<file path="config.mk">
export PLATFORM = sky130hd
export DESIGN_NAME = irq_prio_ctrl
export DESIGN_NICKNAME = d
export VERILOG_FILES = /design/src/rtl/irqc_pkg.sv /design/src/rtl/irqc_slot_map.sv /design/src/rtl/irqc_arb.sv /design/src/rtl/irqc_regs.sv /design/src/rtl/irq_prio_ctrl.sv
export SDC_FILE = /design/constraint.sdc
export NUM_CORES = 1
export LEC_CHECK = 0
export BUFFER_PORTS_ARGS = -buffer_cell sky130_fd_sc_hd__clkbuf_2
export CAP_MARGIN = 20
export CORE_MARGIN = 4
export CORE_UTILIZATION = 40
export CTS_CLUSTER_DIAMETER = 40
export DETAILED_ROUTE_END_ITERATION = 10
export GPL_TIMING_DRIVEN = 0
export PLACE_DENSITY = 0.56
export SETUP_SLACK_MARGIN = 0.4
export SYNTH_ARGS = -nofsm -noshare
export SYNTH_HDL_FRONTEND = slang
export SYNTH_SLANG_ARGS = --single-unit
</file>
<file path="constraint.sdc">
create_clock -name clk_i -period 85.2 [get_ports clk_i]
set_clock_uncertainty 0.2 [all_clocks]
set_input_delay 17.04 -clock clk_i [delete_from_list [all_inputs] [get_ports clk_i]]
set_output_delay 17.04 -clock clk_i [all_outputs]
set_load 0.05 [all_outputs]
</file>
<file path="src/rtl/irqc_pkg.sv">
package irqc_pkg;
  localparam int LVL_W  = 3;
  localparam int RANK_W = 4;
  localparam int RMP_W  = 7;
  localparam logic [3:0] RANK_RMP_A = 4'd10;
  localparam logic [3:0] RANK_RMP_B = 4'd9;

  typedef struct packed {
    logic [LVL_W-1:0]  lvl;
    logic [RANK_W-1:0] rank;
  } slot_t;

  function automatic logic [LVL_W-1:0] src_level(int i);
    return LVL_W'(7 - (i % 7));
  endfunction

  function automatic logic [RANK_W-1:0] src_prio(int i);
    return RANK_W'(8 - ((i / 7) % 9));
  endfunction
endpackage

</file>
<file path="src/rtl/irqc_slot_map.sv">
module irqc_slot_map
  import irqc_pkg::*;
#(
  parameter int NUM_SRC = 40
) (
  input  logic             rmp_vld_i [2],
  input  logic [RMP_W-1:0] rmp_idx_i [2],
  output slot_t [NUM_SRC-1:0] slot_o
);
  for (genvar i = 0; i < NUM_SRC; i++) begin : g_src
    localparam logic [LVL_W-1:0]  NAT_LVL = src_level(i);
    localparam logic [RANK_W-1:0] NAT_PRI = src_prio(i);
    always_comb begin
      slot_o[i].lvl  = NAT_LVL;
      slot_o[i].rank = NAT_PRI;
      if (NAT_LVL != 3'd7) begin
        if (rmp_vld_i[0] && rmp_idx_i[0] == RMP_W'(i)) begin
          slot_o[i].lvl  = 3'd6;
          slot_o[i].rank = RANK_RMP_A;
        end else if (rmp_vld_i[1] && rmp_idx_i[1] == RMP_W'(i)) begin
          slot_o[i].lvl  = 3'd6;
          slot_o[i].rank = RANK_RMP_B;
        end
      end
    end
  end
endmodule

</file>
<file path="src/rtl/irqc_arb.sv">
module irqc_arb
  import irqc_pkg::*;
#(
  parameter int NUM_SRC = 40,
  localparam int IDX_W = $clog2(NUM_SRC)
) (
  input  logic [NUM_SRC-1:0] req_i,
  input  slot_t [NUM_SRC-1:0] slot_i,
  input  logic [3:0]         floor_i,
  output logic               hit_o,
  output logic [LVL_W-1:0]   lvl_o,
  output logic [IDX_W-1:0]   idx_o
);
  slot_t best;
  always_comb begin
    hit_o = 1'b0;
    best  = '0;
    idx_o = '0;
    for (int i = 0; i < NUM_SRC; i++) begin
      // strict compare keeps the lower index on equal keys
      if (req_i[i] && {1'b0, slot_i[i].lvl} >= floor_i &&
          (!hit_o || slot_i[i] > best)) begin
        hit_o = 1'b1;
        best  = slot_i[i];
        idx_o = IDX_W'(i);
      end
    end
    lvl_o = best.lvl;
  end
endmodule

</file>
<file path="src/rtl/irqc_regs.sv">
module irqc_regs
  import irqc_pkg::*;
#(
  parameter int ADDR_W = 24,
  parameter logic [7:0] SPUR_VEC = 8'd24
) (
  input  logic              clk_i,
  input  logic              rst_ni,
  input  logic              sel_i,
  input  logic              we_i,
  input  logic [ADDR_W-1:0] addr_i,
  input  logic [1:0]        size_i,
  input  logic [7:0]        wdata_i,
  output logic [7:0]        rdata_o,
  output logic              ack_o,
  output logic              err_o,
  output logic [3:0]        ack_floor_o,
  input  logic              ack_hit_i,
  input  logic [7:0]        ack_vec_i,
  output logic              rmp_vld_o [2],
  output logic [RMP_W-1:0]  rmp_idx_o [2]
);
  logic [5:0] off;
  logic in_win, is_rmp, is_ack, bad;
  logic [7:0] rd_val;

  assign off         = addr_i[5:0];
  assign in_win      = &addr_i[ADDR_W-1:6];
  assign is_rmp      = off[5:1] == 5'd0;
  assign is_ack      = off[5:3] == 3'd1;
  assign ack_floor_o = {1'b0, off[2:0]};
  assign bad         = (size_i != 2'd0) || !(is_rmp || is_ack) || (we_i && is_ack);

  always_comb begin
    if (is_rmp) rd_val = {rmp_vld_o[off[0]], rmp_idx_o[off[0]]};
    else        rd_val = ack_hit_i ? ack_vec_i : SPUR_VEC;
  end

  always_ff @(posedge clk_i or negedge rst_ni) begin
    if (!rst_ni) begin
      ack_o     <= 1'b0;
      err_o     <= 1'b0;
      rdata_o   <= '0;
      rmp_vld_o <= '{default: 1'b0};
      rmp_idx_o <= '{default: '0};
    end else begin
      ack_o   <= 1'b0;
      err_o   <= 1'b0;
      rdata_o <= '0;
      if (sel_i && in_win) begin
        if (bad) begin
          err_o <= 1'b1;
        end else begin
          ack_o <= 1'b1;
          if (we_i) begin
            rmp_vld_o[off[0]] <= wdata_i[7];
            rmp_idx_o[off[0]] <= wdata_i[6:0];
          end else begin
            rdata_o <= rd_val;
          end
        end
      end
    end
  end

  AST_ONE_RESP: assert property (@(posedge clk_i) disable iff (!rst_ni)
    !(ack_o && err_o));
  AST_RESP_NEEDS_SEL: assert property (@(posedge clk_i) disable iff (!rst_ni)
    (ack_o || err_o) |-> $past(sel_i));
  AST_NARROW_ERR: assert property (@(posedge clk_i) disable iff (!rst_ni)
    (sel_i && in_win && size_i != 2'd0) |=> err_o);
  AST_ERR_KEEPS_RMP: assert property (@(posedge clk_i) disable iff (!rst_ni)
    err_o |-> ($stable(rmp_idx_o[0]) && $stable(rmp_idx_o[1])));
endmodule

</file>
<file path="src/rtl/irq_prio_ctrl.sv">
module irq_prio_ctrl
  import irqc_pkg::*;
#(
  parameter int NUM_SRC = 40,
  parameter int ADDR_W = 24,
  parameter int VEC_OFFSET = 62,
  localparam int IDX_W = $clog2(NUM_SRC)
) (
  input  logic               clk_i,
  input  logic               rst_ni,
  input  logic [NUM_SRC-1:0] irq_req_i,
  input  logic [2:0]         mask_i,
  input  logic               lp_en_i,
  output logic               wake_o,
  output logic [2:0]         irq_level_o,
  output logic [7:0]         irq_vec_o,
  input  logic               bus_sel_i,
  input  logic               bus_we_i,
  input  logic [ADDR_W-1:0]  bus_addr_i,
  input  logic [1:0]         bus_size_i,
  input  logic [7:0]         bus_wdata_i,
  output logic [7:0]         bus_rdata_o,
  output logic               bus_ack_o,
  output logic               bus_err_o
);
  logic             rmp_vld [2];
  logic [RMP_W-1:0] rmp_idx [2];
  slot_t [NUM_SRC-1:0] slots;

  logic [3:0]       run_floor, ack_floor;
  logic             run_hit, ack_hit;
  logic [LVL_W-1:0] run_lvl, ack_lvl;
  logic [IDX_W-1:0] run_idx, ack_idx;

  // level 7 stays eligible under any mask
  assign run_floor = (mask_i == 3'd7) ? 4'd7 : {1'b0, mask_i} + 4'd1;

  irqc_slot_map #(.NUM_SRC(NUM_SRC)) u_map (
    .rmp_vld_i(rmp_vld), .rmp_idx_i(rmp_idx), .slot_o(slots));

  irqc_arb #(.NUM_SRC(NUM_SRC)) u_run_arb (
    .req_i(irq_req_i), .slot_i(slots), .floor_i(run_floor),
    .hit_o(run_hit), .lvl_o(run_lvl), .idx_o(run_idx));

  irqc_arb #(.NUM_SRC(NUM_SRC)) u_ack_arb (
    .req_i(irq_req_i), .slot_i(slots), .floor_i(ack_floor),
    .hit_o(ack_hit), .lvl_o(ack_lvl), .idx_o(ack_idx));

  irqc_regs #(.ADDR_W(ADDR_W)) u_regs (
    .clk_i, .rst_ni,
    .sel_i(bus_sel_i), .we_i(bus_we_i), .addr_i(bus_addr_i),
    .size_i(bus_size_i), .wdata_i(bus_wdata_i),
    .rdata_o(bus_rdata_o), .ack_o(bus_ack_o), .err_o(bus_err_o),
    .ack_floor_o(ack_floor), .ack_hit_i(ack_hit),
    .ack_vec_i(8'(VEC_OFFSET) + 8'(ack_idx)),
    .rmp_vld_o(rmp_vld), .rmp_idx_o(rmp_idx));

  assign wake_o = lp_en_i & run_hit;

  always_ff @(posedge clk_i or negedge rst_ni) begin
    if (!rst_ni) begin
      irq_level_o <= '0;
      irq_vec_o   <= '0;
    end else begin
      irq_level_o <= run_hit ? run_lvl : 3'd0;
      irq_vec_o   <= run_hit ? 8'(VEC_OFFSET) + 8'(run_idx) : 8'd0;
    end
  end

  AST_LEVEL_ABOVE_MASK: assert property (@(posedge clk_i) disable iff (!rst_ni)
    (irq_level_o != 3'd0) |-> (irq_level_o > $past(mask_i) || irq_level_o == 3'd7));
  AST_VEC_RANGE: assert property (@(posedge clk_i) disable iff (!rst_ni)
    (irq_level_o != 3'd0) |-> (irq_vec_o >= 8'(VEC_OFFSET) &&
                               irq_vec_o < 8'(VEC_OFFSET + NUM_SRC)));
  AST_ACK_FLOOR: assert property (@(posedge clk_i) disable iff (!rst_ni)
    ack_hit |-> ({1'b0, ack_lvl} >= ack_floor));
  AST_NO_WAKE_AWAKE: assert property (@(posedge clk_i) disable iff (!rst_ni)
    !lp_en_i |-> !wake_o);
endmodule

</file>
==> run_results.csv, run 1 <==
group,metric,value,unit
logic_synthesis,yosysMostFrequentCell,"ha_1",
drt,drtAntennaViolNets,0,
floorplanning,die_h,244,um
logic_synthesis,yosysTopAreaCellShare,24.6,%
global_route,grt_pass1_vias,24900,
final_layout,nNetsFinal,4017,
logic_synthesis,netlist_top_cells_area,"ha_1, a21oi_1, nor2_1, nand2_1, o21ai_0",
final_layout,diodes,0,
clocking,clkSinkCount,36,
global_route,antenna_found_initial,5,
logic_synthesis,synth_area_leader_cell,"ha_1",
final_layout,register_area,901,um^2
clocking,cts_tree,"done",
power_and_ir_drop,irDropWorstVdd,9.18,uV
final_layout,drive_above_1_share,23.8,%
power_and_ir_drop,total_leakage_power,12.9,nW
logic_synthesis,synth_edf_count,0,
timing,relSlewSlack,15.1,%
clocking,cts_buffers,5,
floorplanning,rows,86,
logic_synthesis,syn_area_per_cell,7.07,um^2
drt,drt_pass1_iterations,6,
timing,worstMarginPinSlew,1260,ps
timing,fin_crit_sh,98.9,%
logic_synthesis,ys_ff_latch,36,
critical_path,crit_top_cell,"o21a_1",
logic_synthesis,syn_area,0.0223,mm^2
logic_synthesis,ys_seq_area_share,4.04,%
timing,final.min_clock_period,84260,ps
placement,dp_slack,-10240,ps
clocking,hold_buffers,0,
floorplanning,coreArea,0.0552,mm^2
placement,portBuffers,97,
logic_synthesis,yosys_warnings,0,
timing,whs,410,ps
drt,wl,96100,um
final_layout,syn_to_final_growth,24.2,%
timing,hold_viol_final,0,
floorplanning,ioPinCount,104,
floorplanning,die-area,0.0597,mm^2
logic_synthesis,syn_nets,3677,
floorplanning,die_w,244,um
drt,vias,26800,
critical_path,crit_path_end_kind,"primary output",
clocking,cts_root_buf,"clkbuf_16",
timing,rsz0062_at_grt,"yes",
clocking,clk_pin_slew,50,ps
timing,setup_viol,0,
clocking,h-tree-depth,2,
hold_path,min_path_cells,1,
global_route,grt_max_degree,37,
critical_path,crit_fanout,8,
final_layout,n_fill_cell,5474,
placement,placed_area,0.0240,mm^2
global_route,grt_usage,29.7,%
final_layout,multi_input_area,0.0222,mm^2
flow_run,maxCapViolCount,0,
final_layout,fin_area,0.0277,mm^2
critical_path,slowest_stage,"or4_4",
status,status,"finished clean",
drt,drt_iter0_markers,2371,
placement,dpl.hpwl,75200,um
power_and_ir_drop,powerDensity,15.1,mW/mm^2
hold_path,hold_class,"reg2reg",
floorplanning,initial_core_util,40.4,%
drt,via_per_inst,6.30,
timing,tns,0,ps
logic_synthesis,synth_ff_type,"dfrtp_1",
clocking,cts.path.max_buffers,2,
timing,setup_ws,940,ps
critical_path,arrival,67020,ps
clocking,clock_latency,290,ps
drt,drc,0,
critical_path,cpPeakStageDelay,490,ps
logic_synthesis,async_reset_ff_share,100,%
global_route,grt-ovfl-total,0,
drt,wl_per_cell,22.6,um
critical_path,path_class,"in2out",
critical_path,r2r_cells,324,
critical_path,cp.required,67960,ps
global_route,grt_pass1_wl,143000,um
logic_synthesis,synth_cell_types,134,
timing,max_freq,11.9,MHz
logic_synthesis,ys_top_cells_by_count,"ha_1, nor2_1, nand2_1, a21oi_1, o21ai_0",
critical_path,startpoint_type,"primary input",
placement,globalplace.congestion,1.00,
timing,drv_slew,0,
logic_synthesis,synth_cells,3157,
flip-flops by register name, indices dropped and copies added (netlist names):
| name | count |
|---|---|
| u_regs.rmp_idx_o | 14 |
| u_regs.err_o | 1 |
| u_regs.ack_o | 1 |
| u_regs.rmp_vld_o | 2 |
| irq_vec_o | 7 |
| u_regs.rdata_o | 8 |
| irq_level_o | 3 |
worst max-delay path: cells and delay by family:
kind | cells | cell delay [ps]
compound gates | 140 | 23420
fa+ha+maj | 29 | 7480
simple gates | 86 | 11900
mux | 14 | 4650
buf+inv | 20 | 2380
final timing paths:
path                                                        from                          endpoint  slack (ps)
min in group asynchronous                                 rst_ni            irq_vec_o[1]$_DFF_PN0_       16680
max in group asynchronous                                 rst_ni  u_regs.rmp_idx_o[11]$_DFFE_PN0P_       67530
worst max-delay path                                   mask_i[2]                            wake_o         940
worst min-delay path             u_regs.rmp_vld_o[1]$_DFFE_PN0P_   u_regs.rmp_vld_o[1]$_DFFE_PN0P_         410
worst max register to register  u_regs.rmp_idx_o[13]$_DFFE_PN0P_       u_regs.rdata_o[3]$_DFF_PN0_       20470
worst min register to register   u_regs.rmp_vld_o[1]$_DFFE_PN0P_   u_regs.rmp_vld_o[1]$_DFFE_PN0P_         410
logic make-up (layout without fill, tap and decap cells):
kind of cell             after synthesis  after routing  synth area share, %
flip-flops                            36             36                 4.04
other                                  1              1               0.0168
adder cells (fa/ha/maj)              438            438                 24.6
XOR/XNOR                               2              2               0.0785
multiplexers                         113            113                 5.61
buffers and inverters                271            611                 4.90
AND/OR/NAND/NOR                     1251           1251                 28.3
AO/OA/AOI/OAI                       1045           1045                 32.5
power by group:
part	internal (W)	total [W]	switching [W]
clock	0.0000106	0.0000179	0.00000733
combinational	0.000168	0.000381	0.000213
sequential	0.0000192	0.0000197	0.000000493
total	0.000198	0.000418	0.000221
cell type report:
type | count | share of cell area, %
tap | 748 | 3.37
multi-input combinational | 2850 | 79.9
clock buffer | 5 | 0.451
inverter | 205 | 2.85
timing repair buffer | 333 | 8.59
sequential | 36 | 3.25
clock inverter | 2 | 0.0451
buffer | 66 | 1.50
per-stage QoR:
step | cells | total power (W) | util, %
2_1_floorplan | 3157 | 0.000245 | -
3_3_place_gp | 4002 | 0.000315 | 43.2
3_5_place_dp | 4013 | 0.000325 | 43.4
4_1_cts | 4122 | 0.000367 | 46.4
5_1_grt | 4245 | 0.000455 | 50.2
6_report | 4245 | 0.000418 | 50.2
cell usage in the layout, fill, tap and decap left out, types with 30 or more instances in the layout:
cell type,count
and3_1,43
o21ai_0,147
nor2_1,281
o21a_1,81
nand2_1,293
nor3_1,56
o211ai_1,49
a21oi_2,33
buf_4,227
o31ai_1,31
nor2b_1,101
nand4_1,43
inv_1,191
a21oi_1,209
o21ai_1,44
ha_4,30
dfrtp_1,36
clkbuf_2,97
ha_1,402
nand2b_1,82
mux2i_1,33
a21o_1,46
mux2_2,55
nand3_1,101
o21ai_2,31
a31oi_1,30
timing repair:
| action | 4_1_cts | 5_1_grt |
|---|---|---|
| setup buffers | 102 | 119 |
| pin swaps | 72 | 216 |
| gates resized for setup | 169 | 286 |
| endpoints found under the setup margin | 13 | 8 |
per-layer routing:
layer / up-vias / part of all wire, % / global-route usage [%] / wire [um]
met3: 244 / 6.8 / 2.55 / 6540
met4: 4 / 5.0 / 11.3 / 4760
met5: - / 0.026 / 0 / 25
met1: 12800 / 42 / 39.4 / 40800
met2: 1067 / 46 / 50.1 / 43900
li1: 12600 / - / - / -
(Power assumes the default switching activity.)
==> run 2, diff against run 1 <==
--- a/config.mk
+++ b/config.mk
@@ -5,6 +5,7 @@
 export SDC_FILE = /design/constraint.sdc
 export NUM_CORES = 1
 export LEC_CHECK = 0
+export ABC_AREA = 1
 export BUFFER_PORTS_ARGS = -buffer_cell sky130_fd_sc_hd__clkbuf_2
 export CAP_MARGIN = 20
 export CORE_MARGIN = 4
==> run 2 against run 1 <==
  * Sequential power is essentially flat
  * Final cell count is essentially flat
  * Die area shrank 8.8%
  * Via count shrank 18%
  * Utilization shrank 6.6 points
  * Setup slack gained 16000 ps
  * Power shrank 26%
  * Global-route usage shrank 4.0 points
  * Combinational power shrank 29%
  * Largest cell class unchanged
==> run_results.csv, run 2 <==
group,metric,value,unit
floorplanning,ioPinCount,104,
final_layout,reg_top3,"u_regs.rmp_idx_o: 14 flops, u_regs.rdata_o: 8 flops, irq_vec_o: 7 flops",
drt,wl,71900,um
placement,globalplace.congestion,0.965,
logic_synthesis,async_reset_ff_share,100,%
clocking,cts_buffers,5,
critical_path,slowest_stage,"clkbuf_2",
floorplanning,die_w,233,um
logic_synthesis,yosys_warnings,0,
critical_path,cpPeakStageDelay,820,ps
floorplanning,die_h,233,um
critical_path,crit_path_end_kind,"register",
placement,dp_slack,17410,ps
logic_synthesis,yosysMostFrequentCell,"nand2_1",
status,status,"finished clean",
drt,via_per_inst,5.20,
clocking,postCtsSetupRepairBufs,0,
timing,setup_ws,17000,ps
timing,setup_viol,0,
global_route,grt_pass1_vias,20100,
timing,hold_viol_final,0,
global_route,grt_usage,25.7,%
critical_path,crit_buf_inv,58,
logic_synthesis,synth_edf_count,0,
power_and_ir_drop,powerDensity,14.2,mW/mm^2
final_layout,syn_to_final_growth,7.96,%
logic_synthesis,syn_area,0.0203,mm^2
critical_path,cp.required,85190,ps
placement,portBuffers,101,
logic_synthesis,syn_nets,3974,
global_route,grt-ovfl-total,0,
clocking,cts_root_buf,"clkbuf_16",
critical_path,crit_top_cell,"nand2_1",
global_route,grt_max_degree,37,
critical_path,path_class,"in2reg",
hold_path,hold_class,"reg2reg",
timing,relSlewSlack,24.0,%
global_route,antenna_found_initial,1,
final_layout,layout_commonest_cell,"nand2_1",
flow_run,maxCapViolCount,0,
clocking,post_cts_resized,0,
clocking,clock_latency,290,ps
timing,whs,360,ps
logic_synthesis,synth_area_leader_cell,"ha_1",
final_layout,drive_above_1_share,11.5,%
clocking,cts.path.max_buffers,2,
timing,max_freq,14.7,MHz
timing,final.min_clock_period,68200,ps
timing,fin_crit_sh,80.0,%
timing,drv_slew,0,
logic_synthesis,netlist_top_cells_area,"ha_1, nand2_1, inv_1, o21ai_0, nor2_1",
logic_synthesis,synth_cells,3454,
logic_synthesis,ys_top_cells_by_count,"nand2_1, inv_1, ha_1, nor2_1, o21ai_0",
drt,drt_iter0_markers,1757,
final_layout,largest_reg_flops,14,
clocking,cts_tree,"done",
final_layout,n_fill_cell,5584,
clocking,h-tree-depth,2,
floorplanning,rows,82,
clocking,clkSinkCount,36,
timing,worstMarginPinSlew,1140,ps
drt,vias,22100,
logic_synthesis,synth_cell_types,68,
logic_synthesis,ys_seq_area_share,4.44,%
drt,wl_per_cell,16.9,um
floorplanning,die-area,0.0544,mm^2
drt,drtAntennaViolNets,0,
floorplanning,coreArea,0.0502,mm^2
critical_path,arrival,68190,ps
placement,dpl.hpwl,60700,um
critical_path,cpLargestDelayFamily,"simple AND/OR/NAND/NOR gates",
drt,drc,0,
final_layout,nNetsFinal,4088,
floorplanning,initial_core_util,40.5,%
clocking,hold_buffers,0,
critical_path,crit_fanout,18,
critical_path,startpoint_type,"primary input",
logic_synthesis,ys_ff_latch,36,
drt,drt_pass1_iterations,6,
timing,rsz0062_at_grt,"no",
logic_synthesis,synth_ff_type,"dfrtp_1",
global_route,grt_pass1_wl,111000,um
final_layout,final_cell_mix,"nand2_1, inv_1, ha_1",
power_and_ir_drop,irDropWorstVdd,7.24,uV
timing,tns,0,ps
logic_synthesis,yosysTopAreaCellShare,27.0,%
final_layout,top_register,"u_regs.rmp_idx_o",
power_and_ir_drop,total_leakage_power,13.1,nW
logic_synthesis,syn_area_per_cell,5.88,um^2
clocking,clk_pin_slew,50,ps
-- run 2: layer usage --
layer | vias up | track usage, % | share of wire [%]
met5 | - | 0 | 0
met4 | 0 | 4.11 | 1.8
met3 | 57 | 2.48 | 6.6
met2 | 647 | 41.6 | 43
met1 | 9694 | 37.6 | 49
li1 | 11700 | - | -
-- run 2: kinds of logic after synthesis --
| kind of cell | count (synthesis) | synth area share (%) |
|---|---|---|
| AO/OA/AOI/OAI | 640 | 17.7 |
| adder cells (fa/ha/maj) | 438 | 27.0 |
| other | 1 | 0.0185 |
| flip-flops | 36 | 4.44 |
| multiplexers | 1 | 0.0493 |
| AND/OR/NAND/NOR | 1688 | 38.3 |
| buffers and inverters | 648 | 12.4 |
| XOR/XNOR | 2 | 0.0863 |
-- run 2: layout make-up --
type                       count  area [um^2]  area share [%]
antenna                        2         5.00          0.0228
sequential                    36          901            4.11
multi-input combinational   2770        16900            77.1
timing repair buffer         107          596            2.72
clock buffer                   6          129           0.588
inverter                     622         2340            10.7
tap                          672          841            3.84
clock inverter                 2         35.0           0.160
buffer                        26          179           0.817
-- run 2: path summary, 6_finish.rpt --
kind,startpoint,to,slack (ps),depth (start not counted)
setup / recovery,bus_addr_i[0],u_regs.rdata_o[5]$_DFF_PN0_,17000,404
setup reg to reg,u_regs.rmp_idx_o[11]$_DFFE_PN0P_,irq_vec_o[2]$_DFF_PN0_,34430,396
hold / removal,u_regs.rmp_idx_o[9]$_DFFE_PN0P_,u_regs.rmp_idx_o[9]$_DFFE_PN0P_,360,2
min in group asynchronous,rst_ni,u_regs.ack_o$_DFF_PN0_,16680,1
hold reg to reg,u_regs.rmp_idx_o[9]$_DFFE_PN0P_,u_regs.rmp_idx_o[9]$_DFFE_PN0P_,360,2
max in group asynchronous,rst_ni,u_regs.rmp_idx_o[8]$_DFFE_PN0P_,67540,1
-- run 2: worst reg2reg max path, delay by kind of cell, from the launching register on --
family | cells | cell delay, ps
AO/OA/AOI/OAI | 104 | 14510
adder cells (fa/ha/maj) | 34 | 10030
buffers and inverters | 60 | 6380
flip-flops | 1 | 440
AND/OR/NAND/NOR | 198 | 19230
-- run 2: power by group --
| group | leakage (nW) | switching [W] | internal (W) |
|---|---|---|---|
| logic | 12.6 | 0.000170 | 0.000101 |
| clock network | 0.0809 | 0.00000738 | 0.0000138 |
| registers | 0.473 | 0.000000472 | 0.0000191 |
| total | 13.1 | 0.000178 | 0.000133 |
-- run 2: stage by stage --
stage / std cells / util [%] / total power (W) / area [um^2]
floorplan: 3454 / - / 0.000223 / 20300
global placement: 4227 / 43.1 / 0.000285 / 21600
detailed placement: 4232 / 43.3 / 0.000287 / 21700
CTS: 4240 / 43.7 / 0.000310 / 21900
global route: 4241 / 43.7 / 0.000355 / 21900
finish: 4243 / 43.7 / 0.000311 / 21900
